<file path="src/rtl/ebs_pkg.sv">
// Shared types for the external bus sequencer.
package ebs_pkg;
    localparam int DW = 16;   // width of the shared address/data lines
    localparam int BW = 8;    // byte width

    typedef enum logic [1:0] {
        PH_IDLE = 2'd0,
        PH_ADDR = 2'd1,
        PH_DATA = 2'd2
    } phase_t;

    // Operation captured at accept time; doubles as the one-entry write buffer.
    typedef struct packed {
        logic          write;
        logic          word;
        logic          bus8;
        logic [DW-1:0] wdata;
    } xfer_t;
endpackage

</file>
<file path="src/rtl/ebs_accept.sv">
// CPU-side acceptance: captures one operation into the holding registers
// when the sequencer is idle and generates done/stall.
// Assumes the CPU holds its request fields steady until done is seen.
module ebs_accept
    import ebs_pkg::*;
#(
    parameter int AW = 16
) (
    input  logic          clk,
    input  logic          rst_n,
    input  logic          cpu_req,
    input  logic          cpu_we,
    input  logic          cpu_word,
    input  logic [AW-1:0] cpu_addr,
    input  logic [DW-1:0] cpu_wdata,
    input  logic          cfg_bus8,
    input  logic          seq_idle,
    input  logic          seq_finish,
    output logic          load,
    output xfer_t         xfer,
    output logic [AW-1:0] xaddr,
    output logic          cpu_done,
    output logic          cpu_stall
);

    // Accept a request only when no operation occupies the holding registers.
    always_comb load = seq_idle && cpu_req;

    // Capture the operation, including the bus width, at accept time.
    always_ff @(posedge clk) begin
        if (!rst_n) begin
            xfer  <= '0;
            xaddr <= '0;
        end else if (load) begin
            xfer.write <= cpu_we;
            xfer.word  <= cpu_word;
            xfer.bus8  <= cfg_bus8;
            xfer.wdata <= cpu_wdata;
            xaddr      <= cpu_addr;
        end
    end

    // Writes complete on acceptance; reads complete on their last strobe clock.
    always_comb begin
        cpu_done  = (load && cpu_we) || (seq_finish && !xfer.write);
        cpu_stall = cpu_req && !cpu_done;
    end

endmodule

</file>
<file path="src/rtl/ebs_timer.sv">
// Bus-cycle phase timer: one address clock, STB_CYC strobe clocks, and a
// second beat when the operation needs two bus cycles.
// Assumes load is only raised while idle.
module ebs_timer
    import ebs_pkg::*;
#(
    parameter int STB_CYC = 2
) (
    input  logic   clk,
    input  logic   rst_n,
    input  logic   load,
    input  logic   two_in,
    output phase_t phase,
    output logic   beat,
    output logic   strobe_last,
    output logic   finish,
    output logic   idle
);
    localparam int CW = (STB_CYC > 1) ? $clog2(STB_CYC + 1) : 1;

    phase_t phase_q;
    logic   beat_q;
    logic   two_q;

    // Strobe length: no counter needed when the data phase is a single clock.
    generate
        if (STB_CYC == 1) begin : g_single
            assign strobe_last = (phase_q == PH_DATA);
        end else begin : g_count
            logic [CW-1:0] cnt_q;
            // Count clocks spent in the data phase.
            always_ff @(posedge clk) begin
                if (!rst_n)                  cnt_q <= '0;
                else if (phase_q != PH_DATA) cnt_q <= '0;
                else                         cnt_q <= cnt_q + 1'b1;
            end
            assign strobe_last = (phase_q == PH_DATA) && (cnt_q == CW'(STB_CYC - 1));
        end
    endgenerate

    // Phase sequencing across one or two beats.
    always_ff @(posedge clk) begin
        if (!rst_n) begin
            phase_q <= PH_IDLE;
            beat_q  <= 1'b0;
            two_q   <= 1'b0;
        end else begin
            case (phase_q)
                PH_IDLE: if (load) begin
                    phase_q <= PH_ADDR;
                    beat_q  <= 1'b0;
                    two_q   <= two_in;
                end
                PH_ADDR: phase_q <= PH_DATA;
                PH_DATA: if (strobe_last) begin
                    if (!beat_q && two_q) begin
                        phase_q <= PH_ADDR;
                        beat_q  <= 1'b1;
                    end else begin
                        phase_q <= PH_IDLE;
                    end
                end
                default: phase_q <= PH_IDLE;
            endcase
        end
    end

    // Status towards acceptance and lane logic.
    always_comb begin
        phase  = phase_q;
        beat   = beat_q;
        idle   = (phase_q == PH_IDLE);
        finish = strobe_last && (beat_q || !two_q);
    end

    // A second address phase only happens for a two-beat operation.
    assert_second_beat_R2: assert property (@(posedge clk) disable iff (!rst_n)
        (phase_q == PH_ADDR && beat_q) |-> $past(phase_q == PH_DATA));

endmodule

</file>
<file path="src/rtl/ebs_lane.sv">
// Lane steering: drives strobes, address and write data per beat, and
// assembles read data from one or two beats.
// Assumes word addresses are even.
module ebs_lane
    import ebs_pkg::*;
#(
    parameter int AW = 16
) (
    input  logic          clk,
    input  logic          rst_n,
    input  xfer_t         xfer,
    input  logic [AW-1:0] xaddr,
    input  phase_t        phase,
    input  logic          beat,
    input  logic          strobe_last,
    input  logic [DW-1:0] bus_ad_in,
    output logic          bus_ale,
    output logic          bus_rd,
    output logic          bus_wr,
    output logic          bus_bhe,
    output logic [DW-1:0] bus_ad_out,
    output logic          bus_ad_oe,
    output logic [DW-1:0] cpu_rdata
);
    logic [AW-1:0] beat_addr;
    logic [DW-1:0] wr_lanes;
    logic [BW-1:0] lo_q;
    logic          split;

    // Beat address: two-beat words go even first, then odd.
    always_comb begin
        split     = xfer.bus8 && xfer.word;
        beat_addr = split ? {xaddr[AW-1:1], beat} : xaddr;
    end

    // Write data placement on the lanes.
    always_comb begin
        if (!xfer.bus8)
            wr_lanes = xfer.word ? xfer.wdata : {xfer.wdata[BW-1:0], xfer.wdata[BW-1:0]};
        else
            wr_lanes = {{BW{1'b0}}, beat ? xfer.wdata[DW-1:BW] : xfer.wdata[BW-1:0]};
    end

    // Strobes and shared-line drive per phase.
    always_comb begin
        bus_ale    = (phase == PH_ADDR);
        bus_rd     = (phase == PH_DATA) && !xfer.write;
        bus_wr     = (phase == PH_DATA) && xfer.write;
        bus_ad_oe  = bus_ale || bus_wr;
        bus_bhe    = (phase != PH_IDLE) && !xfer.bus8 && (xfer.word || xaddr[0]);
        bus_ad_out = bus_ale ? DW'(beat_addr) : (bus_wr ? wr_lanes : '0);
    end

    // Hold the low byte of a two-beat read.
    always_ff @(posedge clk) begin
        if (!rst_n)
            lo_q <= '0;
        else if (strobe_last && !beat && !xfer.write)
            lo_q <= bus_ad_in[BW-1:0];
    end

    // Read data assembly for each width and size.
    always_comb begin
        if (!xfer.bus8) begin
            if (xfer.word) cpu_rdata = bus_ad_in;
            else           cpu_rdata = {{BW{1'b0}}, xaddr[0] ? bus_ad_in[DW-1:BW] : bus_ad_in[BW-1:0]};
        end else begin
            if (xfer.word) cpu_rdata = {bus_ad_in[BW-1:0], lo_q};
            else           cpu_rdata = {{BW{1'b0}}, bus_ad_in[BW-1:0]};
        end
    end

    // The narrow bus never enables the upper lane.
    assert_narrow_no_bhe_R8: assert property (@(posedge clk) disable iff (!rst_n)
        (bus_ale && xfer.bus8) |-> !bus_bhe);

endmodule

</file>
<file path="src/rtl/ext_bus_seq.sv">
// External bus sequencer top: accepts CPU accesses, posts writes, and runs
// one or two multiplexed bus cycles per access on a 16- or 8-bit bus.
// Assumes STB_CYC >= 1, AW >= 2, no wait states and a single bus master.
module ext_bus_seq
    import ebs_pkg::*;
#(
    parameter int AW      = 16,
    parameter int STB_CYC = 2
) (
    input  logic          clk,
    input  logic          rst_n,
    input  logic          cfg_bus8,
    input  logic          cpu_req,
    input  logic          cpu_we,
    input  logic          cpu_word,
    input  logic [AW-1:0] cpu_addr,
    input  logic [15:0]   cpu_wdata,
    output logic [15:0]   cpu_rdata,
    output logic          cpu_done,
    output logic          cpu_stall,
    output logic          bus_ale,
    output logic          bus_rd,
    output logic          bus_wr,
    output logic          bus_bhe,
    output logic [15:0]   bus_ad_out,
    output logic          bus_ad_oe,
    input  logic [15:0]   bus_ad_in
);
    logic          load;
    logic          seq_idle;
    logic          seq_finish;
    logic          strobe_last;
    logic          beat;
    logic          two_in;
    phase_t        phase;
    xfer_t         xfer;
    logic [AW-1:0] xaddr;

    // Two beats are needed only for a word on the narrow bus.
    always_comb two_in = cfg_bus8 && cpu_word;

    ebs_accept #(.AW(AW)) u_accept (
        .clk(clk), .rst_n(rst_n),
        .cpu_req(cpu_req), .cpu_we(cpu_we), .cpu_word(cpu_word),
        .cpu_addr(cpu_addr), .cpu_wdata(cpu_wdata), .cfg_bus8(cfg_bus8),
        .seq_idle(seq_idle), .seq_finish(seq_finish),
        .load(load), .xfer(xfer), .xaddr(xaddr),
        .cpu_done(cpu_done), .cpu_stall(cpu_stall)
    );

    ebs_timer #(.STB_CYC(STB_CYC)) u_timer (
        .clk(clk), .rst_n(rst_n), .load(load), .two_in(two_in),
        .phase(phase), .beat(beat), .strobe_last(strobe_last),
        .finish(seq_finish), .idle(seq_idle)
    );

    ebs_lane #(.AW(AW)) u_lane (
        .clk(clk), .rst_n(rst_n), .xfer(xfer), .xaddr(xaddr),
        .phase(phase), .beat(beat), .strobe_last(strobe_last),
        .bus_ad_in(bus_ad_in),
        .bus_ale(bus_ale), .bus_rd(bus_rd), .bus_wr(bus_wr), .bus_bhe(bus_bhe),
        .bus_ad_out(bus_ad_out), .bus_ad_oe(bus_ad_oe), .cpu_rdata(cpu_rdata)
    );

    assert_ale_one_clk_R1: assert property (@(posedge clk) disable iff (!rst_n)
        bus_ale |=> !bus_ale);

    assert_strobe_after_ale_R1: assert property (@(posedge clk) disable iff (!rst_n)
        $rose(bus_rd || bus_wr) |-> $past(bus_ale));

    assert_exclusive_strobes_R9: assert property (@(posedge clk) disable iff (!rst_n)
        $onehot0({bus_ale, bus_rd, bus_wr}));

    assert_no_drive_on_read_R9: assert property (@(posedge clk) disable iff (!rst_n)
        bus_rd |-> !bus_ad_oe);

    assert_done_with_req_R4: assert property (@(posedge clk) disable iff (!rst_n)
        cpu_done |-> cpu_req);

    assert_post_starts_R5: assert property (@(posedge clk) disable iff (!rst_n)
        (cpu_done && cpu_we) |=> bus_ale);

endmodule

</file>
<file path="config.mk">
export PLATFORM = sky130hd
export DESIGN_NAME = ext_bus_seq
export DESIGN_NICKNAME = d
export VERILOG_FILES = /design/src/rtl/ebs_pkg.sv /design/src/rtl/ebs_accept.sv /design/src/rtl/ebs_timer.sv /design/src/rtl/ebs_lane.sv /design/src/rtl/ext_bus_seq.sv
export SDC_FILE = /design/constraint.sdc
export NUM_CORES = 1
export LEC_CHECK = 0
export ABC_CLOCK_PERIOD_IN_PS = 3400
export BUFFER_PORTS_ARGS = -buffer_cell sky130_fd_sc_hd__buf_2
export CAP_MARGIN = 20
export CORE_ASPECT_RATIO = 0.6
export CORE_MARGIN = 2
export CORE_UTILIZATION = 30
export CTS_CLUSTER_SIZE = 28
export DETAILED_ROUTE_END_ITERATION = 7
export GPL_ROUTABILITY_DRIVEN = 0
export PLACE_DENSITY = 0.54
export SLEW_MARGIN = 25
export SYNTH_ARGS = -nofsm -noshare
export SYNTH_HDL_FRONTEND = slang
export SYNTH_SLANG_ARGS = --single-unit
</file>
<file path="constraint.sdc">
create_clock -name clk -period 3.4 [get_ports clk]
set_input_delay 0.68 -clock clk [delete_from_list [all_inputs] [get_ports clk]]
set_output_delay 0.68 -clock clk [all_outputs]
set_load 0.05 [all_outputs]
</file>
; ---- After elaboration in Yosys (flattened, before gate mapping)
; Index checks and enable logic that the tools add are counted.
[op_classes]
muxes = 18
n_addsub = 1
bitwise_logic = 1
eq_ne = 7
n_reduce_logical = 31
[ops]
columns = operator, count
row1 = 16-bit 2-to-1 mux, 7
row2 = 8-bit 2-to-1 mux, 2
row3 = 1-bit logical AND, 15
row4 = "2-bit inequality test, second input constant", 3
row5 = 2-bit case mux with 3 select lines, 1
row6 = 1-bit zero test, 5
row7 = 1-bit 2-to-1 mux, 5
row8 = "2-bit by 1-bit == test with 1-bit output, second input constant", 2
row9 = 1-bit logical OR, 4
row10 = 2-bit 2-to-1 mux, 2
row11 = 2-bit AND reduction, 2
row12 = 4-bit AND reduction, 1
row13 = 2-bit nonzero test, 2
row14 = "2-bit by 1-bit adder with 2-bit output, second input constant", 1
row15 = "2-bit == test, second input constant", 1
row16 = 2-bit zero test, 1
row17 = "2-bit by 1-bit inequality test with 1-bit output, second input constant", 1
row18 = 1-bit case mux with 2 select lines, 1
row19 = 2-bit OR reduction, 1
row20 = 1-bit NOT, 1
[totals]
ff_bits = 49
word_cells = 68
inputBits = 54

; ---- Longest topological paths before layout
[depth]
ltp_word = 7
depth_mapped = 6
depth_no_buf = 5

; ---- By module
; A second synthesis with hierarchy kept.
[unflattened]
cells_unflattened = 339
area_unflattened_um2 = 2960.3
[by_module_without_submodules]
columns = module, area_per_inst_um2, seq_area_each_um2, n_inst, cells_per_inst
row1 = ebs_accept, 1501.4, 700.7, 1, 166
row2 = ebs_lane, 1181.1, 160.2, 1, 144
row3 = ebs_timer, 271.5, 120.1, 1, 28
row4 = ext_bus_seq, 6.3, 0.0, 1, 1

; ---- Worst setup path before layout
; Ideal clock, no wire load.
[synth_path]
path_kind = reg-to-output
startpoint = reg u_timer.phase_q[0] (netlist: u_timer.phase[0])
endpoint = out cpu_stall
path_stages_with_launch = 5
path_buffers = 1
setup_slack_ps = 585
t_arrival_ps = 2135
t_required_ps = 2720
path_cell_list = dfxtp_1 -> buf_2 -> nor3b_2 -> a32o_1 -> nor2_1
[synth_between]
elab_chain_len = 7
word_cells_on_any_way = 10
[synth_rtl]
columns = element, line_no
row1 = start: declaration, ebs_timer.sv:21  ; phase_t phase_q;
row2 = start signal: assignment, ebs_timer.sv:44  ; phase_q <= PH_IDLE;
row3 = start signal: assignment, ebs_timer.sv:50  ; phase_q <= PH_ADDR;
row4 = start signal: assignment, ebs_timer.sv:54  ; PH_ADDR: phase_q <= PH_DATA;
row5 = 2-bit == test, ebs_timer.sv:37  ; assign strobe_last = (phase_q == PH_DATA) && (cnt_q == CW'(STB_CYC - 1));
row6 = 1-bit logical AND, ebs_timer.sv:37
row7 = 1-bit logical AND, ebs_timer.sv:73  ; finish = strobe_last && (beat_q || !two_q);
row8 = 1-bit logical AND, ebs_accept.sv:45  ; cpu_done = (load && cpu_we) || (seq_finish && !xfer.write);
row9 = 1-bit logical OR (*), ebs_accept.sv:45
row10 = named net cpu_done, ext_bus_seq.sv:19  ; output logic cpu_done,
row11 = 1-bit zero test (*), ebs_accept.sv:46  ; cpu_stall = cpu_req && !cpu_done;
row12 = 1-bit logical AND (*), ebs_accept.sv:46
row13 = end: declaration, ext_bus_seq.sv:20  ; output logic cpu_stall,
; The timed path passes the listed nets; every way through them passes the cells marked *.

; ---- Worst setup path after layout
[layout_path]
startpoint = reg, netlist name u_accept.xfer[16]
endpoint = out bus_ad_out[3]
[layout_between]
elab_chain_len = 3
[layout_rtl]
columns = element, line_no
row1 = 16-bit 2-to-1 mux, ebs_lane.sv:38  ; if (!xfer.bus8)
row2 = 16-bit 2-to-1 mux (2 in series), ebs_lane.sv:51  ; bus_ad_out = bus_ale ? DW'(beat_addr) : (bus_wr ? wr_lanes : '0);
row3 = end: declaration, ext_bus_seq.sv:25  ; output logic [15:0] bus_ad_out,
; No other way between the ends.

==> impl.org <==
** Placement
- In this run the tool buffered the top-level ports with 92 buffer cells.
- Half-perimeter wire length after detailed placement :: 5320 µm
- Post-Place Setup Slack :: 0.938 ns

** Timing
- Setup tns final :: 0 ns
- Setup repair after global routing left no endpoint under its margin.
- Worst-Margin Slew :: 0.915 ns
- The routed design could run at a clock period as short as 2.76 ns.
- Static timing analysis puts the maximum clock frequency at 0.362 GHz.
- Across all hold checks on the routed design, the worst slack comes to 0.420 ns.
- Setup violations remaining at the end of the flow were counted as 0.
- Fin. Hold Viols :: 0
- Pins Over Slew Limit :: 0
- Of the available clock period, the critical path in the final layout requires 81.2%.
- Setup slack on the critical path of the routed design comes to 0.641 ns.
- Across the routed clock network, the largest skew measured is between 0.004 and 0.005 ns.
- Normalized max-slew margin :: 39.0%

** Worst setup path
- Capture instance of the worst register-to-register path :: u_lane.lo_q[7]
- The setup path with the least slack is of type reg2out.
- Minimum setup slack among reg-to-reg paths :: 1.72 ns
- Startpoint type of the worst setup path :: flip-flop
- STA puts the critical path data required time at 2.72 ns.
- For the worst setup path, the data arrival time is 2.08 ns.
- Element type at the critical path end :: output pin
- CP max FO :: 13
- In this run the critical register-to-register path is launched from u_timer.phase[1].
- Worst reg2reg path depth :: 3
- The critical path starts at u_accept.xfer[16].
- The most critical setup path has its endpoint at bus_ad_out[3].

** CTS
- Number of buffers added to fix hold violations after cts :: 0
- Clock tree synthesis selected as its root buffer the cell sky130_fd_sc_hd__clkbuf_16.
- Clock tree synthesis inserted a total of 5 buffers.
- CTS saw 49 sinks.
- Post-CTS Resized :: 0
- In this run the deepest clock path goes through 2 buffers.
- Clock latency on the worst-skew pair, taken at its later pin, is 0.29 ns.
- After clock tree synthesis, the setup repair step added 0 buffers.
- TritonCTS built the clock tree.
- Clock-pin slew was measured on the worst setup and hold paths at 0.06 ns.
- CTS H-tree lvls :: 2

** Routing
- Antenna violation net count after detailed routing :: 0
- Avg Vias per Cell :: 4.69
- Total Wirelength :: 7370 µm
- Via count :: approximately 2500
- The detailed router finished its first iteration with between 150 and 200 violations.
- For this run, the detailed router's first-pass iteration total came to 6.
- DRC :: 0
- After detailed routing, the average wire length per cell comes to 14.0 µm.

** Global route
- Busiest layer in global routing :: met1
- Global routing usage on met2 :: 20.1%
- For this run, the total global-route usage over all layers was measured as 14.8%.
- Aggregate global routing overflow :: 0
- Number of global-route vias before repair :: 2207
- Wire length of the first global-routing pass :: 11600 µm
- Entering global routing, the biggest net connects 57 pins.
- Antenna violations before repair :: 0
- Global routing used 23.3% of the available met1 tracks.
- Global routing used 4.00% of the available met3 tracks.

** Yosys
- Of the post-synthesis cell area, the dominant cell type holds 36.2%.
- Top cell type by total area after synthesis :: sky130_fd_sc_hd__dfxtp_1
- Count of different cell masters after synthesis :: 27
- Sequential element share of the synthesized area :: 36.2%
- When the netlist entered floorplanning its net count stood at 388.
- Number of instances in the synthesized netlist :: about 330
- Synthesis inferred 49 register bits.
- Cell area after synthesis :: about 2700 µm²
- Sorting the synthesized cells by area gives the leading types as sky130_fd_sc_hd__dfxtp_1 (36%), sky130_fd_sc_hd__nand2_1 (16%), sky130_fd_sc_hd__mux2i_1 (15%).
- Syn avg cell area :: 8.14 µm²
- For this run, the number of Yosys warnings is 0.

** Final layout
- From synthesis to final layout, the design area changed by 22.7%.
- The number of antenna diodes in the final layout is 0.
- After the last flow step, the layout net total stands at 468.
- Of the cells placed in the final design, the portion with a size suffix greater than 1 is 27.5%.

** Die
- Area of the placeable core :: between 8000 and 9000 µm²
- Boundary Pins :: between 90 and 100
- The floorplan has 26 rows.
- Width of the chip :: 127 µm
- Initial Util :: between 30% and 40%
- The die covers approximately 9800 µm².
- From bottom edge to top edge, the die measures 77.6 µm.

** Hold path
- The path class of the tightest hold or removal check is reg2reg.

** Power and ir drop
- The analysis attributes to cell leakage a power of ~1.5 nW.
- Final Total Pwr :: 1.44 mW
- Dividing total power by cell area gives a power density of about 430 nW/µm².
- Worst supply voltage drop on vdd :: 201 µV

** Outcome
- Outcome :: completed

** Job
- Max-cap violations in this run came to 0.
[cells in the mapped netlist (all sizes together)]
| cell type | n |
|---|---|
| mux2 | 8 |
| inv | 4 |
| nor2b | 10 |
| o21ai | 23 |
| mux2i | 41 |
| nand2b | 3 |
| o211a | 1 |
| nand2 | 115 |
| a21boi | 37 |
| nor2 | 5 |
| o22ai | 3 |
| nand3b | 1 |
| nand3 | 2 |
| or3b | 1 |
| buf | 19 |
| and3b | 2 |
| nor3b | 2 |
| a32o | 1 |
| dfxtp | 49 |
| clkbuf | 5 |
| ha | 1 |
[kinds of logic after synthesis]
family | Yosys count | synth area share [%]
simple gates | 141 | 22.4
fa+ha+maj | 1 | 0.461
compound gates | 65 | 15.9
flops | 49 | 36.2
buf+inv | 28 | 6.60
mux | 49 | 18.5
[sequential cells by signal, summed over array words and instances, names as in the netlist]
register,flops
u_accept.xfer,19
u_accept.xaddr,16
u_lane.lo_q,8
u_timer.g_count.cnt_q,2
u_timer.phase,2
u_timer.beat,1
u_timer.two_q,1
[cells in the final DEF, fill, tap and decap left out, types with 2 or more instances in the layout]
cell                        netlist  routed
sky130_fd_sc_hd__nand2_1        115     115
sky130_fd_sc_hd__buf_2            8      92
sky130_fd_sc_hd__dfxtp_1         49      49
sky130_fd_sc_hd__mux2i_1         41      41
sky130_fd_sc_hd__a21boi_1        31      31
sky130_fd_sc_hd__o21ai_0         23      23
sky130_fd_sc_hd__nor2b_1         10      10
sky130_fd_sc_hd__mux2_2           8       8
sky130_fd_sc_hd__a21boi_0         6       6
sky130_fd_sc_hd__nor2_1           5       5
sky130_fd_sc_hd__clkbuf_16        0       5
sky130_fd_sc_hd__buf_4            1       5
sky130_fd_sc_hd__nand2b_1         3       3
sky130_fd_sc_hd__inv_1            3       3
sky130_fd_sc_hd__o22ai_1          3       3
sky130_fd_sc_hd__and3b_1          2       2
sky130_fd_sc_hd__nand3_1          2       2
sky130_fd_sc_hd__clkbuf_1         5       2
[routing by layer]
| layer | wire, µm | part of all wire (%) |
|---|---|---|
| met5 | 0 | 0 |
| met4 | 29 | 0.39 |
| met3 | 534 | 7.2 |
| met2 | 2850 | 39 |
| met1 | 3960 | 54 |
[critical path, cell delays in order, from the launching register on]
cell and delay, ns:
sky130_fd_sc_hd__dfxtp_1 0.64, sky130_fd_sc_hd__nand2_1 0.45, sky130_fd_sc_hd__mux2i_1 0.22, sky130_fd_sc_hd__o21ai_0 0.19, sky130_fd_sc_hd__buf_2 0.29
[report_power, final]
group	switching, mW	total, mW	internal, mW
Sequential	0.0337	0.639	0.605
Combinational	0.204	0.313	0.109
Clock	0.212	0.485	0.274
[final cells by class]
class	count	area, µm²
clock inverter	1	7.51
clock buffer	7	133
tap	112	140
fill	906	5330
multi-input combinational	256	1550
sequential	49	981
inverter	4	15.0
timing repair buffer	97	498
[through the flow]
step                util [%]  instance area (µm²)  instances
floorplan                  -                 2710        333
global placement        36.8                 3190        518
detailed placement      36.8                 3190        518
CTS                     38.4                 3330        526
global route            38.4                 3330        526
finish                  38.4                 3330        526
[how the worst min path moves through the flow]
stage | cells past startpoint | start | to | slack [ns]
4_1_cts | 1 | u_timer.g_count.cnt_q[0] | u_timer.g_count.cnt_q[0] | 0.42
6_report | 1 | u_timer.g_count.cnt_q[0] | u_timer.g_count.cnt_q[0] | 0.42
2_1_floorplan | 1 | u_timer.g_count.cnt_q[0] | u_timer.g_count.cnt_q[0] | 0.40
3_5_place_dp | 1 | u_timer.g_count.cnt_q[0] | u_timer.g_count.cnt_q[0] | 0.41
3_3_place_gp | 1 | u_timer.g_count.cnt_q[0] | u_timer.g_count.cnt_q[0] | 0.41
5_1_grt | 1 | u_timer.g_count.cnt_q[0] | u_timer.g_count.cnt_q[0] | 0.46
No activity file was read; power rests on OpenSTA's default activity.
